==> src/rtl/cmdq_pkg.sv <==
package cmdq_pkg;

  localparam int WORD_W  = 32;
  localparam int CNT_W   = 11;
  localparam int MADDR_W = 16;

  typedef enum logic [2:0] {
    K_METHOD,
    K_NOP,
    K_JUMP,
    K_CALL,
    K_RET,
    K_BAD
  } hdr_kind_e;

  typedef enum logic [1:0] {
    ERR_NONE        = 2'd0,
    ERR_MALFORMED   = 2'd1,
    ERR_NESTED_CALL = 2'd2,
    ERR_ORPHAN_RET  = 2'd3
  } err_e;

  typedef struct packed {
    hdr_kind_e          kind;
    logic [CNT_W-1:0]   count;
    logic [MADDR_W-1:0] maddr;
    logic               fixed;
    logic [WORD_W-1:0]  target;
  } hdr_info_t;

  // burst length field
  function automatic logic [CNT_W-1:0] hdr_count(input logic [WORD_W-1:0] h);
    return h[28:18];
  endfunction

  // first method register address, word aligned
  function automatic logic [MADDR_W-1:0] hdr_maddr(input logic [WORD_W-1:0] h);
    return h[MADDR_W-1:0] & 16'hFFFC;
  endfunction

  function automatic logic hdr_fixed(input logic [WORD_W-1:0] h);
    return h[30];
  endfunction

  function automatic logic hdr_nonmethod(input logic [WORD_W-1:0] h);
    return h[31] | h[29] | h[17] | h[16] | h[1] | h[0];
  endfunction

  function automatic logic hdr_jump_a(input logic [WORD_W-1:0] h);
    return (h[31:29] == 3'b001) && (h[1:0] == 2'b00);
  endfunction

  function automatic logic hdr_jump_b(input logic [WORD_W-1:0] h);
    return h[1:0] == 2'b01;
  endfunction

  function automatic logic hdr_call(input logic [WORD_W-1:0] h);
    return h[1:0] == 2'b10;
  endfunction

  function automatic logic hdr_ret(input logic [WORD_W-1:0] h);
    return h == 32'h0002_0000;
  endfunction

  function automatic logic [WORD_W-1:0] jump_a_target(input logic [WORD_W-1:0] h);
    return h & 32'h1FFF_FFFC;
  endfunction

  function automatic logic [WORD_W-1:0] flow_target(input logic [WORD_W-1:0] h);
    return h & 32'hFFFF_FFFC;
  endfunction

  // address of the next data word in a burst
  function automatic logic [MADDR_W-1:0] next_maddr(input logic [MADDR_W-1:0] a,
                                                    input logic fixed);
    return fixed ? a : a + MADDR_W'(4);
  endfunction

endpackage

==> src/rtl/cmdq_hdr_decode.sv <==
module cmdq_hdr_decode
  import cmdq_pkg::*;
(
  input  logic [WORD_W-1:0] hdr,
  output hdr_info_t         info
);

  always_comb begin
    info.count  = hdr_count(hdr);
    info.maddr  = hdr_maddr(hdr);
    info.fixed  = hdr_fixed(hdr);
    info.target = flow_target(hdr);
    if (!hdr_nonmethod(hdr)) begin
      info.kind = (hdr_count(hdr) == '0) ? K_NOP : K_METHOD;
    end else if (hdr_jump_a(hdr)) begin
      info.kind   = K_JUMP;
      info.target = jump_a_target(hdr);
    end else if (hdr_jump_b(hdr)) begin
      info.kind = K_JUMP;
    end else if (hdr_call(hdr)) begin
      info.kind = K_CALL;
    end else if (hdr_ret(hdr)) begin
      info.kind = K_RET;
    end else begin
      info.kind = K_BAD;
    end
  end

endmodule

==> src/rtl/cmdq_ret_slot.sv <==
module cmdq_ret_slot #(
  parameter int AW = 32
) (
  input  logic          clk,
  input  logic          rst_n,
  input  logic          push,
  input  logic          pop,
  input  logic [AW-1:0] push_addr,
  output logic          held,
  output logic [AW-1:0] ret_addr
);

  always_ff @(posedge clk) begin
    if (!rst_n) begin
      held     <= 1'b0;
      ret_addr <= '0;
    end else if (push) begin
      held     <= 1'b1;
      ret_addr <= push_addr;
    end else if (pop) begin
      held <= 1'b0;
    end
  end

endmodule

==> src/rtl/cmdq_burst_ctr.sv <==
module cmdq_burst_ctr
  import cmdq_pkg::*;
(
  input  logic               clk,
  input  logic               rst_n,
  input  logic               load,
  input  logic [CNT_W-1:0]   ld_count,
  input  logic [MADDR_W-1:0] ld_addr,
  input  logic               ld_fixed,
  input  logic               step,
  output logic [MADDR_W-1:0] cur_addr,
  output logic               last
);

  logic [CNT_W-1:0] remain_q;
  logic             fixed_q;

  always_ff @(posedge clk) begin
    if (!rst_n) begin
      remain_q <= '0;
      cur_addr <= '0;
      fixed_q  <= 1'b0;
    end else if (load) begin
      remain_q <= ld_count;
      cur_addr <= ld_addr;
      fixed_q  <= ld_fixed;
    end else if (step) begin
      remain_q <= remain_q - CNT_W'(1);
      cur_addr <= next_maddr(cur_addr, fixed_q);
    end
  end

  assign last = (remain_q == CNT_W'(1));

endmodule

==> src/rtl/cmd_stream_decoder.sv <==
module cmd_stream_decoder
  import cmdq_pkg::*;
#(
  parameter int AW = 32
) (
  input  logic               clk,
  input  logic               rst_n,
  input  logic [AW-1:0]      put_ptr,
  output logic [AW-1:0]      get_ptr,
  output logic               mem_req_valid,
  input  logic               mem_req_ready,
  output logic [AW-1:0]      mem_req_addr,
  input  logic               mem_rsp_valid,
  input  logic [WORD_W-1:0]  mem_rsp_data,
  output logic               wr_valid,
  input  logic               wr_ready,
  output logic [MADDR_W-1:0] wr_addr,
  output logic [WORD_W-1:0]  wr_data,
  output logic               ring_empty,
  output logic               idle_spin,
  output logic [1:0]         err_code
);

  localparam logic [AW-1:0] STEP  = AW'(4);
  localparam logic [AW-1:0] ALIGN = ~AW'(3);

  typedef enum logic [2:0] {
    ST_HREQ, ST_HWAIT, ST_DREQ, ST_DWAIT, ST_EMIT, ST_HALT
  } st_e;

  st_e                state;
  logic [AW-1:0]      rd_ptr;
  logic [WORD_W-1:0]  data_q;
  err_e               err_q;
  logic               spin_q;

  // named internal events
  logic          put_al_eq;
  logic          fetch_phase;
  logic          hdr_take;
  logic          dat_take;
  logic          wr_fire;
  logic          self_jump;
  logic [AW-1:0] tgt;
  logic [AW-1:0] rd_next;
  hdr_info_t     info;
  logic          ret_held;
  logic [AW-1:0] ret_addr;
  logic          burst_last;
  logic          ret_push;
  logic          ret_pop;
  logic          burst_load;

  assign put_al_eq   = (rd_ptr == (put_ptr & ALIGN));
  assign fetch_phase = (state == ST_HREQ) || (state == ST_DREQ);
  assign hdr_take    = (state == ST_HWAIT) && mem_rsp_valid;
  assign dat_take    = (state == ST_DWAIT) && mem_rsp_valid;
  assign wr_fire     = wr_valid && wr_ready;
  assign tgt         = info.target[AW-1:0];
  assign self_jump   = (tgt == rd_ptr);
  assign rd_next     = rd_ptr + STEP;
  assign ret_push    = hdr_take && (info.kind == K_CALL) && !ret_held;
  assign ret_pop     = hdr_take && (info.kind == K_RET) && ret_held;
  assign burst_load  = hdr_take && (info.kind == K_METHOD);

  cmdq_hdr_decode u_dec (
    .hdr  (mem_rsp_data),
    .info (info)
  );

  cmdq_ret_slot #(.AW(AW)) u_ret (
    .clk       (clk),
    .rst_n     (rst_n),
    .push      (ret_push),
    .pop       (ret_pop),
    .push_addr (rd_next),
    .held      (ret_held),
    .ret_addr  (ret_addr)
  );

  cmdq_burst_ctr u_burst (
    .clk      (clk),
    .rst_n    (rst_n),
    .load     (burst_load),
    .ld_count (info.count),
    .ld_addr  (info.maddr),
    .ld_fixed (info.fixed),
    .step     (wr_fire),
    .cur_addr (wr_addr),
    .last     (burst_last)
  );

  always_ff @(posedge clk) begin
    if (!rst_n) begin
      state   <= ST_HREQ;
      rd_ptr  <= '0;
      get_ptr <= '0;
      data_q  <= '0;
      err_q   <= ERR_NONE;
      spin_q  <= 1'b0;
    end else begin
      case (state)
        ST_HREQ: begin
          if (mem_req_valid && mem_req_ready) state <= ST_HWAIT;
        end
        ST_HWAIT: begin
          if (hdr_take) begin
            case (info.kind)
              K_NOP: begin
                rd_ptr  <= rd_next;
                get_ptr <= rd_next;
                spin_q  <= 1'b0;
                state   <= ST_HREQ;
              end
              K_METHOD: begin
                rd_ptr <= rd_next;
                spin_q <= 1'b0;
                state  <= ST_DREQ;
              end
              K_JUMP: begin
                rd_ptr  <= tgt;
                get_ptr <= tgt;
                spin_q  <= self_jump;
                state   <= ST_HREQ;
              end
              K_CALL: begin
                spin_q <= 1'b0;
                if (ret_held) begin
                  err_q <= ERR_NESTED_CALL;
                  state <= ST_HALT;
                end else begin
                  rd_ptr  <= tgt;
                  get_ptr <= tgt;
                  state   <= ST_HREQ;
                end
              end
              K_RET: begin
                spin_q <= 1'b0;
                if (!ret_held) begin
                  err_q <= ERR_ORPHAN_RET;
                  state <= ST_HALT;
                end else begin
                  rd_ptr  <= ret_addr;
                  get_ptr <= ret_addr;
                  state   <= ST_HREQ;
                end
              end
              default: begin
                spin_q <= 1'b0;
                err_q  <= ERR_MALFORMED;
                state  <= ST_HALT;
              end
            endcase
          end
        end
        ST_DREQ: begin
          if (mem_req_valid && mem_req_ready) state <= ST_DWAIT;
        end
        ST_DWAIT: begin
          if (dat_take) begin
            data_q <= mem_rsp_data;
            state  <= ST_EMIT;
          end
        end
        ST_EMIT: begin
          if (wr_fire) begin
            rd_ptr <= rd_next;
            if (burst_last) begin
              get_ptr <= rd_next;
              state   <= ST_HREQ;
            end else begin
              state <= ST_DREQ;
            end
          end
        end
        default: state <= ST_HALT;
      endcase
    end
  end

  assign mem_req_valid = fetch_phase && !put_al_eq;
  assign mem_req_addr  = rd_ptr;
  assign ring_empty    = fetch_phase && put_al_eq;
  assign wr_valid      = (state == ST_EMIT);
  assign wr_data       = data_q;
  assign idle_spin     = spin_q;
  assign err_code      = err_q;

endmodule

==> config.mk <==
export PLATFORM = sky130hd
export DESIGN_NAME = cmd_stream_decoder
export DESIGN_NICKNAME = d
export VERILOG_FILES = /design/src/rtl/cmdq_pkg.sv /design/src/rtl/cmdq_hdr_decode.sv /design/src/rtl/cmdq_ret_slot.sv /design/src/rtl/cmdq_burst_ctr.sv /design/src/rtl/cmd_stream_decoder.sv
export SDC_FILE = /design/constraint.sdc
export NUM_CORES = 1
export LEC_CHECK = 0
export BUFFER_PORTS_ARGS = -buffer_cell sky130_fd_sc_hd__buf_4
export CORE_MARGIN = 2
export CORE_UTILIZATION = 55
export CTS_CLUSTER_DIAMETER = 40
export DETAILED_ROUTE_END_ITERATION = 12
export GPL_TIMING_DRIVEN = 0
export PLACE_DENSITY = 0.8
export SLEW_MARGIN = 20
export SYNTH_ARGS = -nofsm -noshare
export SYNTH_HDL_FRONTEND = slang
export SYNTH_HIERARCHICAL = 1
export SYNTH_SLANG_ARGS = --single-unit
==> constraint.sdc <==
create_clock -name clk -period 5.8 [get_ports clk]
set_input_delay 0.87 -clock clk [delete_from_list [all_inputs] [get_ports clk]]
set_output_delay 0.87 -clock clk [all_outputs]
set_load 0.01 [all_outputs]
* Word-level counts from Yosys, hierarchy flattened *
Cells that the tools add are included.

storage, ports and cells
  word-level logic and storage cells = 125
  register bits after elaboration = 163

cells by class
  add/sub/neg operators = 3
  bitwise logic cells = 8
  muxes and demuxes = 40
  reductions and logical operators = 34
  equal/unequal tests = 28

operator list
  operator                                               number
  two-way mux 32 bit                                     9
  case mux 32 bit (4 select lines)                       2
  case mux 32 bit (2 select lines)                       2
  equality test 32 bit                                   2
  two-way mux 16 bit                                     3
  two-way mux 3 bit                                      11
  adder 32 x 3 -> 32 bit, second input constant          1
  equality test 32 x 18 -> 1 bit, second input constant  1
  two-way mux 11 bit                                     2
  adder 16 x 3 -> 16 bit, second input constant          1
  case mux 3 bit (5 select lines)                        1
  equality test 3 x 2 -> 1 bit, second input constant    4
  logical AND 1 bit                                      12
  case mux 3 bit (4 select lines)                        1
  equality test 11 x 1 -> 1 bit, second input constant   1
  logical NOT 11 bit                                     1
  subtractor 11 x 1 -> 11 bit, second input constant     1
  != test 2 x 1 -> 1 bit, second input constant          5
  AND reduction 5 bit                                    2
  equality test 3 x 1 -> 1 bit, second input constant    3
  != test 2 bit, second input constant                   4
  AND reduction 2 bit                                    4
  AND reduction 7 bit                                    1
  equality test 3 bit, second input constant             2
  other kinds (19)                                       37

* Logic depth before layout (Yosys ltp) *
Gate-level depths: netlist of the first run.

  depth in word-level cells = 11
  gate-level depth with buffers = 16

* By module *
Netlist of the first run, hierarchy kept.

modules (own cells, without submodules)
  module              area an instance (µm²)  cells an instance  times used
  cmd_stream_decoder  5,941.9                 764                1
  cmdq_burst_ctr      1,505.2                 180                1
  cmdq_ret_slot       1,277.5                 106                1
  cmdq_hdr_decode     646.9                   87                 1

* Least setup slack after synthesis of the first run *
Ideal clock, no wire load.

  kind = input to register
  start = input port mem_rsp_data[31]
  end = register u_burst.cur_addr[10]
  stages on the path = 10
  setup time = 136 ps
  arrival = 3,263 ps
  setup slack = 2,401 ps
  required time = 5,664 ps
  cells stage by stage = or4_4 > nor3_4 > mux2_4 > nor3_2 > nor4_1 > and3_1 > inv_1 > clkbuf_1 > clkbuf_1 > a31oi_1

RTL lines
  what                    line                      text
  start: declaration      cmd_stream_decoder.sv:14  input logic [WORD_W-1:0] mem_rsp_data,
  end signal: assignment  cmdq_burst_ctr.sv:25      cur_addr <= ld_addr;
  end signal: assignment  cmdq_burst_ctr.sv:29      cur_addr <= next_maddr(cur_addr, fixed_q);
  end: declaration        cmdq_burst_ctr.sv:11      output logic [MADDR_W-1:0] cur_addr,

==> results of run 1 <==
-- worst paths after layout --
kind / endpoint / start / cells past startpoint
setup reg to reg: get_ptr[28] / mem_req_addr[8] / 7
hold reg to reg: wr_data[21] / wr_data[21] / 2
setup / recovery: get_ptr[29] / mem_rsp_data[0] / 12
hold / removal: wr_data[21] / wr_data[21] / 2
-- power by group through the flow --
stage	Combinational, W	Clock [W]	Sequential [W]
3_3_place_gp	0.00111	0	0.00133
2_1_floorplan	0.000661	0	0.00136
5_1_grt	0.00123	0.00113	0.00133
3_5_place_dp	0.00112	0	0.00134
6_report	0.00116	0.00109	0.00131
4_1_cts	0.00113	0.00108	0.00131
-- routing by layer --
layer | wire [µm] | vias to the layer above | global-route usage (%)
met3 | 2740 | 107 | 6.83
met2 | 14300 | 561 | 53.6
met4 | 1250 | 0 | 14.7
li1 | - | 4405 | -
met5 | 0 | - | 0
met1 | 13900 | 4534 | 47.9
-- synth_stat cells, drive strengths merged, types with 19 or more instances --
master and count:
clkbuf 43, o21ai 80, nor3 19, a31oi 37, inv 24, dfxtp 163, mux2i 41, nor4 32
nand4 21, xnor2 58, nand3 21, buf 113, nor2b 42, nand2 95, nor2 67, a22oi 20
a211oi 24, xor2 29, a21oi 81
-- sequential cells by signal, summed over array words and instances (netlist names), 2 cells and up --
signal	flops
state	3
u_burst/remain_q	11
u_ret/ret_addr	32
u_burst/cur_addr	16
get_ptr	32
wr_data	32
err_code	2
mem_req_addr	32
-- logic make-up after synthesis --
family / share of synthesized area (%)
AND/OR/NAND/NOR: 19.9
XOR/XNOR: 8.13
buffers and inverters: 11.2
flip-flops: 34.8
multiplexers: 4.54
adder cells (fa/ha/maj): 0.935
AO/OA/AOI/OAI: 20.4
other: 0.0400
-- final cells by class --
| cell class | count | area, µm² | share of cell area, % |
|---|---|---|---|
| buffer | 157 | 953 | 8.23 |
| clock buffer | 20 | 437 | 3.77 |
| clock inverter | 12 | 110 | 0.950 |
| inverter | 26 | 98.8 | 0.853 |
| multi-input combinational | 794 | 5070 | 43.7 |
| sequential | 163 | 3260 | 28.2 |
| tap | 220 | 275 | 2.38 |
| timing repair buffer | 184 | 1380 | 11.9 |
-- cells in the final DEF, fill, tap and decap left out, types with 13 or more instances in the layout --
cell type	netlist	final
buf_4	62	246
dfxtp_1	163	163
o21ai_0	71	71
a22o_1	13	13
buf_2	37	37
nor4_1	31	31
xor2_1	29	29
nand2_1	92	92
a21oi_1	81	81
nand4_1	19	19
nor2_1	67	67
xnor2_1	58	58
a22oi_1	19	19
nand3_1	21	21
clkbuf_16	0	17
a31oi_1	37	37
mux2i_1	41	41
nor2b_1	42	42
inv_1	23	23
clkbuf_1	43	46
a211oi_1	19	19
nor3_1	17	17
-- stage by stage --
stage,util [%],hold slack [ns],instance area (µm²),total power (W)
2_1_floorplan,-,0.465,9380,0.00202
3_3_place_gp,66.3,0.441,11000,0.00244
3_5_place_dp,66.3,0.448,11000,0.00246
4_1_cts,69.6,0.456,11600,0.00353
5_1_grt,69.6,0.472,11600,0.00369
6_report,69.6,0.456,11600,0.00356
-- worst reg2reg max path: stages, from the launching register on --
cell,delay [ns]
dfxtp_1,0.35
buf_2,0.30
nand4_1,0.15
buf_2,0.22
nor3_1,0.72
a311oi_1,0.19
a221oi_1,0.66
a21oi_1,0.16
==> results.sh, run 1 <==
export IMPL_worstSkewPairLatency_ns=0.45
export IMPL_first_pass_iters=6
export IMPL_route_detailed_drc=0
export IMPL_synth_warnings=6
export IMPL_syn_inst=1137
export IMPL_synth_area_leaders="dfxtp_1 (35%), xnor2_1 (5.4%), buf_4 (5.0%)"
export IMPL_area_growth_pct=23.6
export IMPL_synth_edff_count=0
export IMPL_slew_headroom_pct=42.9
export IMPL_startpoint_type="input pin"
export IMPL_synth_cell_types=75
export IMPL_wl_per_cell_um=20.4
export IMPL_cp_top_family="simple AND/OR/NAND/NOR gates"
export IMPL_wl_mm=32.1
export IMPL_grt_pass1_wl_mm=48.3
export IMPL_synthFlopType="dfxtp_1"
export IMPL_num_vias=9607
export IMPL_vias_per_cell=6.10
export IMPL_clk_path_buf_depth=2
export IMPL_n_fill_cell=1384
export IMPL_core_rowCount=47
export IMPL_grt_ovfl_total=0
export IMPL_yosys_area_top_type="dfxtp_1"
export IMPL_combinationalPowerShare_pct=32.6
export IMPL_rrSetupSlack_ns=2.91
export IMPL_switchingPower_w=0.00126
export IMPL_cts_setup_buffers=0
export IMPL_floorplan_die_area_um2=18100
export IMPL_rsz0062_at_grt="no"
export IMPL_die_h_um=135
export IMPL_place_gp_congestion=1.01
export IMPL_path_max_fanout=10
export IMPL_dp_cells=1544
export IMPL_syn_area_um2=9370
export IMPL_synth_top_area_share_pct=34.8
export IMPL_tightest_slew_ns=0.849
export IMPL_irDropWorstVdd_uv=243
export IMPL_final_antenna_net_count=0
export IMPL_drt_iter0_drc=1215
export IMPL_grt_pass1_vias=8798
export IMPL_cp_cell_sequence="buf_4, inv_1, ha_1, nor3b_1, and2_2, nor3_1, nor3b_2, o21a_1, buf_2, nor2_1, a221oi_1, a21oi_1"
export IMPL_port_buffers=184
export IMPL_ys_async_sr_fraction_pct=0
export IMPL_p_int_w=0.00230
export IMPL_maxCapViolations=0
export IMPL_cts_root_buf="clkbuf_16"
export IMPL_clk_pin_slew_worst_paths_ns=0.07
export IMPL_switching_share_pct=35.4
export IMPL_yosysSeqAreaShare_pct=34.8
export IMPL_cp_required_ns=6.10
export IMPL_dp_hpwl_mm=23.7
export IMPL_seq_power_share_pct=36.9
export IMPL_drive_above_1_share_pct=25.8
export IMPL_start_util_pct=56.3
export IMPL_core_area_um2=16600
export IMPL_finalNonFillerCells=1576
export IMPL_period_minus_slack_ns=4.00
export IMPL_powerDensity_nw_per_um2=308
export IMPL_slowest_delay_ns=0.75
export IMPL_tns_ns=0
export IMPL_worst_setup_path_end_kind="flop"
export IMPL_crit_buf_inv=3
export IMPL_grt_usage_pct=34.8
export IMPL_holdBufCountCts=0
export IMPL_nNetsFinal=1419
export IMPL_critPathKind="in2reg"
export IMPL_die_width_um=135
export IMPL_setup_viol=0
export IMPL_status="complete, no violations"
export IMPL_slowest_stage="a221oi_1"
export IMPL_drv_slew=0
export IMPL_antenna_cells=0
export IMPL_cts_sinks=163
export IMPL_skew_ns=0.0109
export IMPL_io_pins=187
export IMPL_setup_ws_ns=1.80
export IMPL_grt_max_degree=17
export IMPL_hold_viol_final=0
export IMPL_ctsResizeCount=0
export IMPL_max_freq_mhz=250
export IMPL_worstPathArrival_ns=4.30
export IMPL_syn_avg_cell_area_um2=8.24
export IMPL_htree_num_levels=4
export IMPL_clkPwrFrac_pct=30.5
export IMPL_place_ws_ns=1.48
export IMPL_cts_buffers=17
export IMPL_leakagePower_nw=4.56
export IMPL_hold_path_class="reg2reg"
export IMPL_antenna_found_initial=0
export IMPL_ys_ff_latch=163
export IMPL_fin_crit_sh_pct=68.9
export IMPL_cts_tree="done"
(Power assumes the default switching activity.)
==> run 2, diff against run 1 <==
--- a/config.mk
+++ b/config.mk
@@ -7,11 +7,11 @@
 export LEC_CHECK = 0
 export BUFFER_PORTS_ARGS = -buffer_cell sky130_fd_sc_hd__buf_4
 export CORE_MARGIN = 2
-export CORE_UTILIZATION = 55
+export CORE_UTILIZATION = 51
 export CTS_CLUSTER_DIAMETER = 40
 export DETAILED_ROUTE_END_ITERATION = 12
 export GPL_TIMING_DRIVEN = 0
-export PLACE_DENSITY = 0.8
+export PLACE_DENSITY = 0.78
 export SLEW_MARGIN = 20
 export SYNTH_ARGS = -nofsm -noshare
 export SYNTH_HDL_FRONTEND = slang
==> constraint.sdc (replaced) <==
create_clock -name clk -period 3.2 [get_ports clk]
set_input_delay 0.48 -clock clk [delete_from_list [all_inputs] [get_ports clk]]
set_output_delay 0.48 -clock clk [all_outputs]
set_load 0.01 [all_outputs]
==> run 2 against run 1 <==
Sequential share of layout area shrank 0.43 points. Largest power group unchanged. Sequential power increased by 82%. Highest routed layer unchanged. Largest cell class unchanged. Die area increased by 7.6%. Combinational power increased by 84%. Via count rose by 0.16%.
==> results.sh, run 2 (synthesis results as in run 1) <==
export IMPL_status="complete, no violations"
export IMPL_drv_slew=0
export IMPL_grt_pass1_vias=8896
export IMPL_core_rowCount=49
export IMPL_critPathKind="reg2out"
export IMPL_worstSkewPairLatency_ns=0.45
export IMPL_num_vias=9622
export IMPL_cts_root_buf="clkbuf_16"
export IMPL_clk_pin_slew_worst_paths_ns=0.07
export IMPL_grt_max_degree=17
export IMPL_die_width_um=140
export IMPL_antenna_cells=0
export IMPL_htree_num_levels=4
export IMPL_die_h_um=140
export IMPL_slew_headroom_pct=42.3
export IMPL_io_pins=187
export IMPL_wl_mm=33.3
export IMPL_core_area_um2=18000
export IMPL_skew_ns=0.00943
export IMPL_holdBufCountCts=0
export IMPL_cp_top_family="simple AND/OR/NAND/NOR gates"
export IMPL_multi_input_area_um2=5150
export IMPL_layout_commonest_cell="buf_4"
export IMPL_max_freq_mhz=317
export IMPL_powerDensity_nw_per_um2=572
export IMPL_start_util_pct=52.0
export IMPL_crit_buf_inv=2
export IMPL_worstPathArrival_ns=2.67
export IMPL_final_cell_mix="buf_4 (246), dfxtp_1 (163), nand2_1 (92)"
export IMPL_period_minus_slack_ns=3.15
export IMPL_hold_viol_final=0
export IMPL_cts_sinks=163
export IMPL_first_pass_iters=6
export IMPL_wl_per_cell_um=21.0
export IMPL_cp_required_ns=2.72
export IMPL_tightest_slew_ns=0.859
export IMPL_slowest_stage="or4_1"
export IMPL_fin_crit_sh_pct=98.6
export IMPL_setup_viol=0
export IMPL_area_growth_pct=25.5
export IMPL_grt_usage_pct=32.8
export IMPL_vias_per_cell=6.07
export IMPL_drive_above_1_share_pct=27.4
export IMPL_worst_setup_path_end_kind="output pin"
export IMPL_cp_cell_sequence="clkbuf_1, xnor2_1, nand4_1, or4_1, nor4_1, buf_4"
export IMPL_cts_buffers=17
export IMPL_drt_iter0_drc=1247
export IMPL_regArea_um2=3260
export IMPL_floorplan_die_area_um2=19500
export IMPL_hold_path_class="in2reg"
export IMPL_nNetsFinal=1419
export IMPL_n_fill_cell=1570
export IMPL_grt_pass1_wl_mm=50.2
export IMPL_route_detailed_drc=0
export IMPL_startpoint_type="flop"
export IMPL_cts_tree="done"
export IMPL_path_max_fanout=7
export IMPL_dp_cells=1553
export IMPL_slowest_delay_ns=0.66
export IMPL_dp_hpwl_mm=24.3
export IMPL_finalNonFillerCells=1585
export IMPL_postLayoutCellArea_um2=11800
export IMPL_clk_path_buf_depth=2
export IMPL_post_dp_cell_area_um2=11100
export IMPL_cts_setup_buffers=0
export IMPL_port_buffers=184
export IMPL_final_antenna_net_count=0
export IMPL_place_gp_congestion=1.01
export IMPL_grt_ovfl_total=0
export IMPL_leakagePower_nw=4.65
export IMPL_irDropWorstVdd_uv=471
export IMPL_antenna_found_initial=0
export IMPL_maxCapViolations=0
==> run 2: cell types whose count changed in the layout (fill, tap and decap cells not counted), moves of 3 or more <==
cell        before  now
clkbuf_2         0    8
clkbuf_1        46   36
clkinvlp_4       4    1
inv_6            1    6
a221oi_1         3    0
==> run 2: worst paths after layout <==
path	from	to	slack (ns)	depth (start not counted)
setup reg to reg	u_burst/remain_q[5]	get_ptr[19]	0.47	8
hold / removal	mem_rsp_data[15]	wr_data[15]	0.32	3
hold reg to reg	wr_data[1]	wr_data[1]	0.45	2
setup / recovery	mem_req_addr[28]	ring_empty	0.05	6
==> run 2: layout make-up <==
class                           count  area share [%]
Buffer                            157            8.20
Clock buffer                       19            3.85
Clock inverter                     13            1.44
Inverter                           26           0.840
Multi-Input combinational cell    794            43.8
Sequential cell                   163            27.7
Tap cell                          229            2.44
Timing Repair Buffer              184            11.7
==> run 2: per-layer routing <==
layer	share of wire (%)	GRT usage [%]
met1	42	45.1
met2	44	51.0
met3	9.8	7.02
met4	3.4	12.1
met5	0	0
==> run 2: stage by stage <==
stage               setup WS (ns)  TNS (ns)  hold slack (ns)  util (%)  power [W]
floorplan                   0.191         0            0.465         -    0.00366
global placement           -0.713    -38.74            0.441      61.3    0.00444
detailed placement         -0.750    -44.82            0.447      61.3    0.00446
CTS                       -0.0686    -0.329            0.322      64.9    0.00664
global route              -0.0225   -0.0533            0.320      65.3    0.00697
finish                     0.0463         0            0.319      65.3    0.00672
==> run 2: where the power goes <==
group          internal (W)  leakage, nW  switching (W)
sequential          0.00223         1.32       0.000153
clock               0.00128        0.306       0.000925
combinational      0.000882         3.03        0.00125
total               0.00440         4.65        0.00233
==> run 2: timing repair <==
action	in CTS	in global routing
gates resized for setup	7	20
setup endpoints to repair	42	119
pin swaps	0	2
==> run 2: tightest hold or removal path, stage by stage <==
cell	delay [ns]
buf_4	0.13
nand2_1	0.05
a21oi_1	0.05
